--- config.mk ---
export PLATFORM = sky130hd
export DESIGN_NAME = ovf_timer
export DESIGN_NICKNAME = d
export VERILOG_FILES = /design/src/rtl/ovf_timer_pkg.sv /design/src/rtl/ovf_timer_presc.sv /design/src/rtl/ovf_timer_core.sv /design/src/rtl/ovf_timer_regs.sv /design/src/rtl/ovf_timer.sv
export SDC_FILE = /design/constraint.sdc
export NUM_CORES = 1
export LEC_CHECK = 0
export BUFFER_PORTS_ARGS = -buffer_cell sky130_fd_sc_hd__buf_4
export CORE_ASPECT_RATIO = 0.7
export CORE_MARGIN = 1.5
export CORE_UTILIZATION = 35
export CTS_BUF_LIST = sky130_fd_sc_hd__clkbuf_2
export CTS_CLUSTER_SIZE = 28
export DETAILED_ROUTE_END_ITERATION = 7
export GPL_ROUTABILITY_DRIVEN = 1
export PLACE_DENSITY_LB_ADDON = 0.3
export SLEW_MARGIN = 20
export SYNTH_ARGS = -nofsm -noshare
export SYNTH_HDL_FRONTEND = slang
export SYNTH_SLANG_ARGS = --single-unit
export TNS_END_PERCENT = 5
--- constraint.sdc ---
create_clock -name clk -period 3.58 [get_ports clk]
set_clock_uncertainty 0.1 [all_clocks]
set_input_delay 0.179 -clock clk [delete_from_list [all_inputs] [get_ports clk]]
set_output_delay 0.179 -clock clk [all_outputs]
set_load 0.05 [all_outputs]
--- src/rtl/ovf_timer_pkg.sv ---
package ovf_timer_pkg;

  typedef enum logic [1:0] {
    SRC_OFF = 2'b00,
    SRC_SYS = 2'b01,
    SRC_FIX = 2'b10,
    SRC_EXT = 2'b11
  } src_e;

  // register word addresses
  localparam int A_CTRL   = 0;
  localparam int A_COUNT  = 1;
  localparam int A_MODULO = 2;
  localparam int A_UNLOCK = 3;

  // control field positions
  localparam int B_FLAG  = 0;
  localparam int B_IE    = 1;
  localparam int B_UD    = 2;
  localparam int B_SRC   = 3;
  localparam int B_PS    = 5;
  localparam int CTRL_W  = 8;

endpackage

--- src/rtl/ovf_timer_presc.sv ---
module ovf_timer_presc
  import ovf_timer_pkg::*;
#(
  parameter int PS_W = 3
) (
  input  logic            clk,
  input  logic            rst_n,
  input  src_e            src,
  input  logic [PS_W-1:0] ps,
  input  logic            fix_tick,
  input  logic            ext_tick,
  input  logic            restart,
  output logic            src_tick,
  output logic            cnt_en
);
  localparam int PRE_W = (1 << PS_W) - 1;

  // low bits that must all be set before the divider releases a tick
  function automatic logic [PRE_W-1:0] div_mask(input logic [PS_W-1:0] e);
    return (PRE_W'(1) << e) - PRE_W'(1);
  endfunction

  logic [PRE_W-1:0] pre_q;
  logic [PRE_W-1:0] mask;

  always_comb begin
    unique case (src)
      SRC_SYS: src_tick = 1'b1;
      SRC_FIX: src_tick = fix_tick;
      SRC_EXT: src_tick = ext_tick;
      default: src_tick = 1'b0;
    endcase
  end

  assign mask   = div_mask(ps);
  assign cnt_en = src_tick && ((pre_q & mask) == mask);

  always_ff @(posedge clk) begin
    if (!rst_n || restart) pre_q <= '0;
    else if (src_tick)     pre_q <= pre_q + PRE_W'(1);
  end

endmodule

--- src/rtl/ovf_timer_core.sv ---
module ovf_timer_core #(
  parameter int CNT_W = 16
) (
  input  logic             clk,
  input  logic             rst_n,
  input  logic             cnt_en,
  input  logic             updown,
  input  logic [CNT_W-1:0] modulo,
  input  logic             restart,
  output logic [CNT_W-1:0] cnt,
  output logic             dir_down,
  output logic             ovf_evt
);
  logic [CNT_W-1:0] cnt_d;
  logic             dir_d;
  logic             at_top;

  // at or above the limit (also catches a modulo lowered below the count)
  function automatic logic reached(input logic [CNT_W-1:0] c, input logic [CNT_W-1:0] m);
    return c >= m;
  endfunction

  assign at_top  = reached(cnt, modulo);
  assign ovf_evt = cnt_en && !restart && at_top && (!updown || !dir_down);

  always_comb begin
    cnt_d = cnt;
    dir_d = dir_down;
    if (restart) begin
      cnt_d = '0;
      dir_d = 1'b0;
    end else if (!updown) begin
      dir_d = 1'b0;
      if (cnt_en) cnt_d = at_top ? '0 : cnt + CNT_W'(1);
    end else if (cnt_en) begin
      if (!dir_down) begin
        if (!at_top)               cnt_d = cnt + CNT_W'(1);
        else if (modulo != '0) begin
          cnt_d = cnt - CNT_W'(1);
          dir_d = 1'b1;
        end
      end else if (cnt == '0) begin
        dir_d = 1'b0;
        cnt_d = (modulo == '0) ? '0 : CNT_W'(1);
      end else begin
        cnt_d = cnt - CNT_W'(1);
      end
    end
  end

  always_ff @(posedge clk) begin
    if (!rst_n) begin
      cnt      <= '0;
      dir_down <= 1'b0;
    end else begin
      cnt      <= cnt_d;
      dir_down <= dir_d;
    end
  end

endmodule

--- src/rtl/ovf_timer_regs.sv ---
module ovf_timer_regs
  import ovf_timer_pkg::*;
#(
  parameter int ADDR_W = 2,
  parameter int DATA_W = 16,
  parameter int CNT_W  = 16,
  parameter int PS_W   = 3
) (
  input  logic              clk,
  input  logic              rst_n,
  input  logic [ADDR_W-1:0] bus_addr,
  input  logic              bus_wr,
  input  logic              bus_rd,
  input  logic [DATA_W-1:0] bus_wdata,
  output logic [DATA_W-1:0] bus_rdata,
  input  logic [CNT_W-1:0]  cnt,
  input  logic              ovf_evt,
  output logic              flag,
  output logic              ie,
  output logic              updown,
  output src_e              src,
  output logic [PS_W-1:0]   ps,
  output logic [CNT_W-1:0]  modulo,
  output logic              unlock,
  output logic              armed,
  output logic              ctrl_wr,
  output logic              cnt_wr
);
  logic ctrl_rd;
  logic clear_ok;
  logic mod_wr;
  logic unl_wr;

  assign ctrl_wr  = bus_wr && (bus_addr == ADDR_W'(A_CTRL));
  assign ctrl_rd  = bus_rd && (bus_addr == ADDR_W'(A_CTRL));
  assign cnt_wr   = bus_wr && (bus_addr == ADDR_W'(A_COUNT));
  assign mod_wr   = bus_wr && (bus_addr == ADDR_W'(A_MODULO));
  assign unl_wr   = bus_wr && (bus_addr == ADDR_W'(A_UNLOCK));
  assign clear_ok = ctrl_wr && armed && !bus_wdata[B_FLAG] && !ovf_evt;

  // flag and the arming record of the two-step clear
  always_ff @(posedge clk) begin
    if (!rst_n) begin
      flag  <= 1'b0;
      armed <= 1'b0;
    end else begin
      if (ovf_evt)       flag <= 1'b1;
      else if (clear_ok) flag <= 1'b0;
      if (ovf_evt || ctrl_wr)   armed <= 1'b0;
      else if (ctrl_rd && flag) armed <= 1'b1;
    end
  end

  // control fields; mode, source and divider honour the unlock bit
  always_ff @(posedge clk) begin
    if (!rst_n) begin
      ie     <= 1'b0;
      updown <= 1'b0;
      src    <= SRC_OFF;
      ps     <= '0;
      modulo <= '0;
      unlock <= 1'b0;
    end else begin
      if (ctrl_wr) begin
        ie <= bus_wdata[B_IE];
        if (unlock) begin
          updown <= bus_wdata[B_UD];
          src    <= src_e'(bus_wdata[B_SRC +: 2]);
          ps     <= bus_wdata[B_PS +: PS_W];
        end
      end
      if (mod_wr) modulo <= bus_wdata[CNT_W-1:0];
      if (unl_wr) unlock <= bus_wdata[0];
    end
  end

  always_comb begin
    bus_rdata = '0;
    case (bus_addr)
      ADDR_W'(A_CTRL):   bus_rdata = DATA_W'({ps, src, updown, ie, flag});
      ADDR_W'(A_COUNT):  bus_rdata = DATA_W'(cnt);
      ADDR_W'(A_MODULO): bus_rdata = DATA_W'(modulo);
      default:           bus_rdata = DATA_W'(unlock);
    endcase
  end

endmodule

--- src/rtl/ovf_timer.sv ---
module ovf_timer
  import ovf_timer_pkg::*;
#(
  parameter int ADDR_W = 2,
  parameter int DATA_W = 16,
  parameter int CNT_W  = 16,
  parameter int PS_W   = 3
) (
  input  logic              clk,
  input  logic              rst_n,
  input  logic              fix_tick,
  input  logic              ext_tick,
  input  logic [ADDR_W-1:0] bus_addr,
  input  logic              bus_wr,
  input  logic              bus_rd,
  input  logic [DATA_W-1:0] bus_wdata,
  output logic [DATA_W-1:0] bus_rdata,
  output logic              irq
);
  // named internal events, brought out for the checker
  logic [CNT_W-1:0] cnt;
  logic [CNT_W-1:0] modulo;
  logic [PS_W-1:0]  ps;
  src_e             src;
  logic flag, ie, updown, unlock, armed;
  logic ctrl_wr, cnt_wr, src_tick, cnt_en, ovf_evt, dir_down;

  ovf_timer_regs #(
    .ADDR_W(ADDR_W), .DATA_W(DATA_W), .CNT_W(CNT_W), .PS_W(PS_W)
  ) u_regs (
    .clk(clk), .rst_n(rst_n),
    .bus_addr(bus_addr), .bus_wr(bus_wr), .bus_rd(bus_rd),
    .bus_wdata(bus_wdata), .bus_rdata(bus_rdata),
    .cnt(cnt), .ovf_evt(ovf_evt),
    .flag(flag), .ie(ie), .updown(updown), .src(src), .ps(ps),
    .modulo(modulo), .unlock(unlock), .armed(armed),
    .ctrl_wr(ctrl_wr), .cnt_wr(cnt_wr)
  );

  ovf_timer_presc #(.PS_W(PS_W)) u_presc (
    .clk(clk), .rst_n(rst_n), .src(src), .ps(ps),
    .fix_tick(fix_tick), .ext_tick(ext_tick), .restart(cnt_wr),
    .src_tick(src_tick), .cnt_en(cnt_en)
  );

  ovf_timer_core #(.CNT_W(CNT_W)) u_core (
    .clk(clk), .rst_n(rst_n), .cnt_en(cnt_en), .updown(updown),
    .modulo(modulo), .restart(cnt_wr),
    .cnt(cnt), .dir_down(dir_down), .ovf_evt(ovf_evt)
  );

  assign irq = flag & ie;

endmodule

=== After elaboration in Yosys (flattened, before gate mapping) ===
Cells that the tools add are included.
Widths: inputs -> output; s select.

* Logic and storage cells: 78
* Bits of input ports: 24
* Flip-flop bits (word level): 50
* Output and inout port bits: 17

* Reductions and logical operators: 32
* Eq/ne operators: 8
* Muxes and demuxes: 17
* $add $sub $neg: 4
* Magnitude comparators: 1
* Shift-type cells: 1
* Bitwise gates (word level): 4

{| class="wikitable"
|+ Operators with widths
! cell !! count
|-
| $mux 16 || 8
|-
| $pmux 16 s3 || 1
|-
| $logic_not 16->1 || 2
|-
| $add 16x1->16 const B || 1
|-
| $ge 16x16->1 || 1
|-
| $reduce_bool 16->1 || 1
|-
| $sub 16x1->16 const B || 1
|-
| $logic_and 1x1->1 || 13
|-
| $eq 2x2->1 const B || 4
|-
| $add 7x1->7 const B || 1
|-
| $and 7x7->7 || 1
|-
| $eq 7x7->1 || 1
|-
| $mux 1 || 7
|-
| $shl 1x3->7 const A || 1
|-
| $sub 7x2->7 const B || 1
|-
| $logic_not 1->1 || 6
|-
| $eq 2x1->1 const B || 2
|-
| $ne 4x3->1 const B || 1
|-
| $reduce_and 2->1 || 2
|-
| $reduce_or 2->1 || 2
|-
| $logic_or 1x1->1 || 3
|-
| $pmux 1 s3 || 1
|-
| $reduce_or 3->1 || 1
|-
| $logic_not 2->1 || 1
|-
| 3 further kinds || 4
|}

=== Depth between registers and ports, before layout ===
Gate-level depths: netlist of the first run.

* Depth in word-level cells: 12
* Gate-level depth with buffers: 11
* Mapped depth without buffers: 9

=== Cells and area by module ===
A second synthesis of the first run with hierarchy kept.

* Cells, all modules: 435
* Area, all modules: 3,618.5 sq um

{| class="wikitable"
|+ Modules (own cells, without submodules)
! module !! area an instance (sq um) !! instances !! sequential area each (sq um) !! cells an instance
|-
| ovf_timer_core || 1,845.5 || 1 || 340.3 || 247
|-
| ovf_timer_regs || 1,330.0 || 1 || 520.5 || 140
|-
| ovf_timer_presc || 436.7 || 1 || 140.1 || 47
|-
| ovf_timer || 6.3 || 1 || 0.0 || 1
|}

=== Worst setup path before layout of the first run ===
Ideal clock, no wire load.

* Path type: register -> register
* Start: register u_core.cnt[0]
* End: register u_core.cnt[3]
* Arrival time: 2.675 ns
* Cell stages (with the launch flop): 11
* Setup time: 0.079 ns
* Path buffers: 1
* Path slack: 0.726 ns
* Cell sequence: dfxtp_1 -> clkbuf_1 -> inv_1 -> ha_1 -> nand2b_1 -> a2111oi_0 -> or4_1 -> and4b_1 -> o32a_2 -> or4_1 -> o211ai_1

* Longest elaborated chain between the ends: 6

{| class="wikitable"
|+ Ends and longest elaborated chain
! item !! RTL line !! source
|-
| start: declaration || ovf_timer_core.sv:10 || <nowiki>output logic [CNT_W-1:0] cnt,</nowiki>
|-
| start signal: assignment || ovf_timer_core.sv:56 || <nowiki>cnt <= cnt_d;</nowiki>
|-
| $sub 16x1->16 || ovf_timer_core.sv:39, ovf_timer_core.sv:46 ||
|-
| $mux 16 || ovf_timer_core.sv:38 || <nowiki>else if (modulo != '0) begin</nowiki>
|-
| $mux 16 || ovf_timer_core.sv:37 || <nowiki>if (!at_top) cnt_d = cnt + CNT_W'(1);</nowiki>
|-
| $mux 16 || ovf_timer_core.sv:36 || <nowiki>if (!dir_down) begin</nowiki>
|-
| $mux 16 || ovf_timer_core.sv:35 || <nowiki>end else if (cnt_en) begin</nowiki>
|-
| $mux 16 || ovf_timer_core.sv:32 || <nowiki>end else if (!updown) begin</nowiki>
|}

Parallel ways exist; a longest one is shown, timed or not. The select of a mux whose other input is x is not followed.
A chain may end at the register's enable or synchronous reset.

=== Final worst setup path of the first run ===
* Start: register u_core.cnt[0]
* End: register u_core.cnt[2]

The elaborated chain is that of the path after synthesis.

==> flow_summary.ini, run 1 <==
[status]
status = finished clean

[clock_network]
cts_buffers = 5
clockRootBuffer = clkbuf_2
clock_latency_ns = 0.48
clockBufferDepth = 2
cts.reportedPaths.clkPinSlew_ns = 0.27
post_cts_buffers = 0
htree_levels = 2
cts_sinks = 50
cts_tree = done

[sta]
tightestPinTransition_ns = 0.807
finalSetupViolCount = 0
finalWorstSetupSlack_ns = 0.252
rsz0062_at_grt = false
maxSlewViolCount = 0
period_needed_ns = 3.33
hold_viol = 0
maxSlewHeadroom_pct = 46.1
fmax_mhz = 301
fin_setup_tns_ns = 0
finalCritPeriodShare_pct = 93.0

[synthesis]
syn_area_um2 = 3490
ys_ff_latch = 50
synth_area_leaders = dfxtp_1 (29%), nand2_1 (8.2%), ha_1 (7.2%)
yosysWarnings = 0
syn_area_per_cell_um2 = 7.70
yosysSeqAreaShare_pct = 28.6
synth.distinct_cells = 58
synth_ff_type = dfxtp_1
synth_area_leader_cell = dfxtp_1
synth-async-reset-ratio_pct = 0
synth_top_area_share_pct = 28.6
synth_enable_flop_cells = 0
syn_inst = 454
synth_nets = 498

[critical_path]
rrSetupSlack_ns = 0.25
rr_worst_depth = 9
crit_path_start = u_core.cnt[0]
cp-start-kind = flip-flop
cp-endpoint = u_core.cnt[2]
max_stage_delay_ns = 0.57
crit_path_end_kind = flip-flop
reg2reg_to = u_core.cnt[2]
path_depth = 9
critPathKind = reg -> reg
crit_buf_inv = 1
cp_cell_sequence = inv_1, ha_1, nand2b_1, a2111oi_0, or4_1, nand3_1, a21oi_1, a22oi_1, o32ai_1
crit_fanout = 10
critical_path_required_ns = 3.87
r2r-start = u_core.cnt[0]
cp_top_family = compound AO/OA/AOI/OAI gates
cp.arrival_ns = 3.62
slowest_stage = dfxtp_1

[grt]
overflow = 0
grt_pass1_vias = 3447
grt_pass1_wl_um = 17600
grt_usage_pct = 21.0
antenna_found_initial = 0
grt_max_degree = 29

[layout]
diodes = 0
layout_common_cells = nand2_1 (76), buf_4 (56), dfxtp_1 (50)
fin_area_um2 = 4350
syn_to_final_growth_pct = 24.3
final_common_cell = nand2_1
n_fill_cell = 1012
fin_nets = 560
drive_gt1_share_pct = 15.1

[floorplanning]
fp.dieW_um = 122
start_util_pct = 36.1
die-area_um2 = 10600
fp.coreArea_um2 = 9680
rows = 30
dieHeight_um = 86.6
ios = 41

[route]
ant_nets = 0
drc_errors = 0
viasPerCell = 5.69
wirelength_um = 10800
wire_per_inst_um = 16.8
vias = 3667
drt_pass1_iterations = 6
first_iter_violations = 289

[placed_design]
globalplace.congestion = 0.947
place_ws_ns = 0.390
hpwl_um = 7810
dpl_cell_area_um2 = 3930
port_buffers = 40

[min_path]
min_path_type = in -> reg

[flow_run]
drv_cap = 0

[power_and_ir_drop]
leakage_nw = 1.68
worst_ir_drop_vdd_v = 0.000140
power_density_nw_per_um2 = 268
==> cell families (layout without fill, tap and decap cells) <==
kind of cell | after synthesis | after routing | synth area share [%]
buffers and inverters | 54 | 117 | 6.37
adder cells (fa/ha/maj) | 20 | 20 | 7.16
AO/OA/AOI/OAI | 108 | 108 | 22.1
multiplexers | 18 | 18 | 5.51
flip-flops | 50 | 50 | 28.6
AND/OR/NAND/NOR | 192 | 192 | 27.2
XOR/XNOR | 12 | 12 | 3.01
==> state kept, by name, summed over array words and instances (netlist names) <==
register,cells
u_regs.ps,3
u_regs.src,2
u_regs.updown,1
u_regs.armed,1
u_regs.ie,1
u_core.cnt,16
u_core.dir_down,1
u_regs.modulo,16
u_regs.unlock,1
u_regs.flag,1
u_presc.pre_q,7
==> power breakdown <==
group / leakage [nW] / total (mW) / internal, mW / switching [mW]
Combinational: 1.22 / 0.191 / 0.0796 / 0.111
Clock: 0.0532 / 0.398 / 0.189 / 0.209
Sequential: 0.404 / 0.575 / 0.566 / 0.00825
==> stage by stage <==
stage | util (%) | hold WS, ns | std cells | power (mW)
after detailed placement | 40.6 | 0.348 | 605 | 0.748
final | 44.9 | 0.0443 | 645 | 1.16
after global routing | 44.9 | 0.0319 | 645 | 1.21
after CTS | 44.9 | 0.0100 | 645 | 1.17
after floorplan | - | 0.224 | 454 | 0.683
after global placement | 40.6 | 0.346 | 605 | 0.745
==> worst reg2reg max path, delay by kind of cell, from the launching register on <==
family / cells / cell delay, ns
adder cells (fa/ha/maj): 1 / 0.30
buffers and inverters: 1 / 0.14
AND/OR/NAND/NOR: 3 / 0.58
AO/OA/AOI/OAI: 4 / 1.58
flip-flops: 1 / 0.57
==> synthesized netlist by cell type, types with 2 or more instances <==
cell type	count
nand2_1	76
dfxtp_1	50
clkbuf_1	27
nor2_1	26
inv_1	21
o21ai_0	21
ha_1	20
a21boi_0	18
a21oi_1	18
mux2i_1	17
nand3_1	13
nor4_1	12
nor2b_1	11
nand4_1	10
nor3_1	9
a22o_1	8
xor2_1	8
nand2b_1	6
o32ai_1	6
a31oi_1	5
and2_1	5
o22ai_1	5
or3_1	5
xnor2_1	4
a211oi_1	3
a221oi_1	3
and3_1	3
buf_2	3
o211ai_1	3
or2_2	3
or4_1	3
a32o_1	2
and4_1	2
buf_6	2
o31ai_1	2
or4_4	2
==> area by class of cell <==
cell class | count | area, um^2 | area share [%]
Clock inverter | 3 | 68.8 | 1.58
Tap cell | 128 | 160 | 3.69
Multi-Input combinational cell | 350 | 2270 | 52.3
Inverter | 21 | 78.8 | 1.81
Clock buffer | 5 | 25.0 | 0.576
Timing Repair Buffer | 88 | 741 | 17.0
Sequential cell | 50 | 1000 | 23.0
==> worst min-delay path by stage <==
stage,startpoint,cells past startpoint,endpoint,slack [ns]
after floorplan,bus_wdata[11],2,u_regs.modulo[11],0.22
after global placement,bus_wdata[6],3,u_regs.ps[1],0.35
after detailed placement,bus_wdata[9],3,u_regs.modulo[9],0.35
after CTS,bus_addr[0],4,u_regs.unlock,0.01
after global routing,bus_addr[0],4,u_regs.unlock,0.03
final,bus_addr[0],4,u_regs.unlock,0.04
==> metal layers <==
metal  vias to the layer above  GRT usage (%)  share of wire, %
met5                         -              0                 0
li1                       1759              -                 -
met1                      1751           31.5                51
met3                        17           4.08               7.3
met4                         0           4.23               1.1
met2                       140           31.1                41
==> what timing repair did <==
| item | in CTS | in global routing |
|---|---|---|
| resized for setup | 0 | 0 |
| endpoints found under the hold margin | 26 | 0 |
| hold buffers | 32 | 0 |
Note: power is estimated with default switching activity, not from simulation.
==> run 2, diff against run 1 <==
HOLD_SLACK_MARGIN = 0.08   (was default)
RECOVER_POWER = 100   (was default)
==> flow_summary.ini, run 2 (synthesis gave the netlist of run 1 again) <==
[layout]
drive_gt1_share_pct = 11.4
fin_nets = 562
top_regs = u_core.cnt (16), u_regs.modulo (16), u_presc.pre_q (7)
layout_common_cells = nand2_1 (76), dfxtp_1 (50), buf_4 (36)
fin_area_um2 = 4290
final_common_cell = nand2_1
diodes = 0
syn_to_final_growth_pct = 22.8

[clock_network]
cts_sinks = 50
cts.reportedPaths.clkPinSlew_ns = 0.28
htree_levels = 2
clockBufferDepth = 2
clock_latency_ns = 0.49
cts_tree = done
clockRootBuffer = clkbuf_2
cts_buffers = 5

[sta]
maxSlewViolCount = 0
period_needed_ns = 3.33
tightestPinTransition_ns = 0.822
hold_viol = 0
fin_setup_tns_ns = 0
maxSlewHeadroom_pct = 45.1
finalCritPeriodShare_pct = 93.0
finalSetupViolCount = 0
rsz0062_at_grt = false
fmax_mhz = 300

[floorplanning]
start_util_pct = 36.1
fp.coreArea_um2 = 9680
dieHeight_um = 86.6
rows = 30
ios = 41
die-area_um2 = 10600
fp.dieW_um = 122

[grt]
grt_pass1_vias = 3460
grt_usage_pct = 21.0
grt_pass1_wl_um = 17600
overflow = 0
antenna_found_initial = 0
grt_max_degree = 29

[route]
wire_per_inst_um = 16.7
first_iter_violations = 248
wirelength_um = 10800
drt_pass1_iterations = 5
viasPerCell = 5.66
vias = 3663
ant_nets = 0
drc_errors = 0

[critical_path]
critical_path_required_ns = 3.90
cp-start-kind = flip-flop
rrSetupSlack_ns = 0.25
r2r-start = u_core.cnt[0]
critPathKind = reg -> reg
crit_path_start = u_core.cnt[0]
cp.arrival_ns = 3.65
crit_path_end_kind = flip-flop
crit_fanout = 10

[flow_run]
drv_cap = 0

[power_and_ir_drop]
p_int_uw = 832
worst_ir_drop_vdd_v = 0.000141
p_clk_share_pct = 34.4
power_density_nw_per_um2 = 271
netSwitchingFraction_pct = 28.6
pwr-share-seq_pct = 49.3
p_comb_share_pct = 16.2
switchingPower_uw = 333
leakage_nw = 1.60

[placed_design]
hpwl_um = 7810
port_buffers = 40
globalplace.congestion = 0.947
dpl_cell_area_um2 = 3930

[min_path]
holdCritStartpoint = ext_tick
min_path_type = in -> reg

[status]
status = finished clean
[run 2: area by class of cell]
cell class	instances	area (um^2)
clock buffers	5	25.0
fillers	1029	5390
well taps	128	160
inverters	21	78.8
multi-input cells	350	2270
clock inverters	3	68.8
repair buffers	90	687
flip-flops and latches	50	1000
[run 2: power by group through the flow]
stage	Sequential [mW]	Combinational (mW)	Clock [mW]
after floorplan	0.581	0.102	0
after global routing	0.577	0.203	0.430
after global placement	0.584	0.161	0
final	0.575	0.189	0.401
after CTS	0.575	0.189	0.408
after detailed placement	0.584	0.164	0
[run 2: critical path, cell delays in order (launching register included)]
cell       delay (ns)
dfxtp_1          0.57
inv_1            0.14
ha_1             0.30
nand2b_1         0.13
a2111oi_0        0.57
or4_1            0.27
nand4_1          0.38
o32a_2           0.32
or4_1            0.40
o211ai_1         0.09
[run 2: path summary, 6_finish.rpt]
path                 endpoint  cells after the start
min          u_presc.pre_q[0]                      6
max             u_core.cnt[3]                      9
min reg2reg         u_regs.ie                      2
max reg2reg     u_core.cnt[3]                      9
[run 2: repair_timing]
action | 4_1_cts | 5_1_grt
gates resized for setup | 0 | 0
hold endpoints to repair | 26 | 0
setup buffers | 0 | 0
hold buffers | 34 | 0
[run 2: through the flow]
step	utilization (%)	power [mW]	worst slack (ns)	hold WS, ns	instances
6_report	44.3	1.16	0.250	0.156	647
3_3_place_gp	40.6	0.745	0.461	0.346	605
3_5_place_dp	40.6	0.748	0.390	0.348	605
5_1_grt	44.3	1.21	0.0639	0.174	647
2_1_floorplan	-	0.683	0.726	0.224	454
4_1_cts	45.1	1.17	0.321	0.151	647
[run 2: metal layers]
metal	global-route usage [%]	vias to the layer above	routed length [um]
met4	4.23	0	132
met5	0	-	0
li1	-	1762	-
met3	4.08	19	798
met2	31.2	145	4410
met1	31.4	1737	5490
==> run 3, diff against run 2 <==
clock period = 4.2 ns   (was 3.58 ns; I/O delays follow)
==> flow_summary.ini, run 3 (synthesis gave the netlist of run 1 again) <==
[status]
status = finished clean

[floorplanning]
fp.dieW_um = 122
rows = 30
dieHeight_um = 86.6
ios = 41
fp.coreArea_um2 = 9680
die-area_um2 = 10600
start_util_pct = 36.1

[critical_path]
cp.arrival_ns = 3.97
crit_path_end_kind = flip-flop
cp-start-kind = flip-flop
critPathKind = reg -> reg
slowest_stage = dfxtp_1
critical_path_required_ns = 4.50
cp_cell_sequence = ha_1, and4_1, nand4_1, or4_1, and4b_1, nor2_1, clkbuf_1, a22oi_1, o32ai_1
crit_fanout = 12
max_stage_delay_ns = 0.65
r2r-start = u_core.cnt[13]
crit_path_start = u_core.cnt[13]

[power_and_ir_drop]
totalPowerFinal_uw = 920
power_density_nw_per_um2 = 222
worst_ir_drop_vdd_v = 0.000116
leakage_nw = 1.50

[clock_network]
clockRootBuffer = clkbuf_2
postCtsResizedCells = 0
htree_levels = 2
cts.reportedPaths.clkPinSlew_ns = 0.31
cts_buffers = 5
clock_latency_ns = 0.50
clockBufferDepth = 2
cts_sinks = 50
cts_tree = done

[grt]
grt_pass1_vias = 3342
grt_max_degree = 29
antenna_found_initial = 0
grt_pass1_wl_um = 16900
grt_usage_pct = 20.2
overflow = 0

[placed_design]
port_buffers = 40
hpwl_um = 7600
globalplace.congestion = 0.918
place_ws_ns = 0.868

[sta]
finalWorstSetupSlack_ns = 0.522
hold_viol = 0
holdWs_ns = 0.135
maxSlewHeadroom_pct = 35.1
period_needed_ns = 3.68
rsz0062_at_grt = false
fmax_mhz = 272
finalCritPeriodShare_pct = 87.6
finalSetupViolCount = 0
fin_setup_tns_ns = 0
tightestPinTransition_ns = 0.973
maxSlewViolCount = 0

[route]
ant_nets = 0
viasPerCell = 5.64
first_iter_violations = 345
wire_per_inst_um = 16.4
wirelength_um = 10400
drt_pass1_iterations = 5
vias = 3571
drc_errors = 0

[layout]
layout_common_cells = nand2_1 (76), dfxtp_1 (50), dlygate4sd3_1 (29)
syn_to_final_growth_pct = 18.6
drive_gt1_share_pct = 9.31
diodes = 0
top_regs = u_core.cnt (16), u_regs.modulo (16), u_presc.pre_q (7)
final_common_cell = nand2_1
n_fill_cell = 1004
post-route-util_pct = 42.8
fin_nets = 548

[min_path]
holdCritStartpoint = bus_addr[1]
min_path_type = in -> reg

[flow_run]
drv_cap = 0
==> run 3: area by class of cell <==
class,count,area [um^2],share of cell area [%]
clock inverter,3,45.0,1.09
inverter,21,78.8,1.90
clock buffer,5,25.0,0.604
sequential,50,1000,24.2
tap,128,160,3.86
timing repair buffer,76,564,13.6
multi-input combinational,350,2270,54.8
==> run 3: worst max-delay path, delay by kind of cell, from the launching register on <==
family          cells  cell delay [ns]
simple gates        5             1.86
fa+ha+maj           1             0.22
compound gates      2             0.36
flops               1             0.65
buf+inv             1             0.39
==> run 3: repair_timing <==
action | in CTS | in global routing
buffers inserted | 0 | 0
hold endpoints to repair | 26 | 0
hold buffers | 29 | 0
==> run 3: metrics by stage <==
step,cell area [um^2],instances
after floorplan,3490,454
after CTS,4220,633
after detailed placement,3860,596
after global placement,3860,596
final,4140,633
after global routing,4140,633
==> run 3: final timing paths <==
| check | end | slack [ns] | cells after the start |
|---|---|---|---|
| setup / recovery | u_core.cnt[2] | 0.52 | 9 |
| hold reg to reg | u_regs.ie | 0.40 | 2 |
| hold / removal | u_regs.ie | 0.14 | 4 |
| setup reg to reg | u_core.cnt[2] | 0.52 | 9 |
==> run 3: routing by layer <==
metal	GRT usage, %	wire length, um
met1	30.5	5160
met2	30.1	4350
met3	3.49	832
met4	4.02	65
met5	0	0
==> run 3: where the power goes <==
| part | internal, mW | leakage (nW) | switching, mW |
|---|---|---|---|
| clock network | 0.0994 | 0.0352 | 0.178 |
| logic | 0.0595 | 1.06 | 0.0929 |
| registers | 0.483 | 0.404 | 0.00717 |
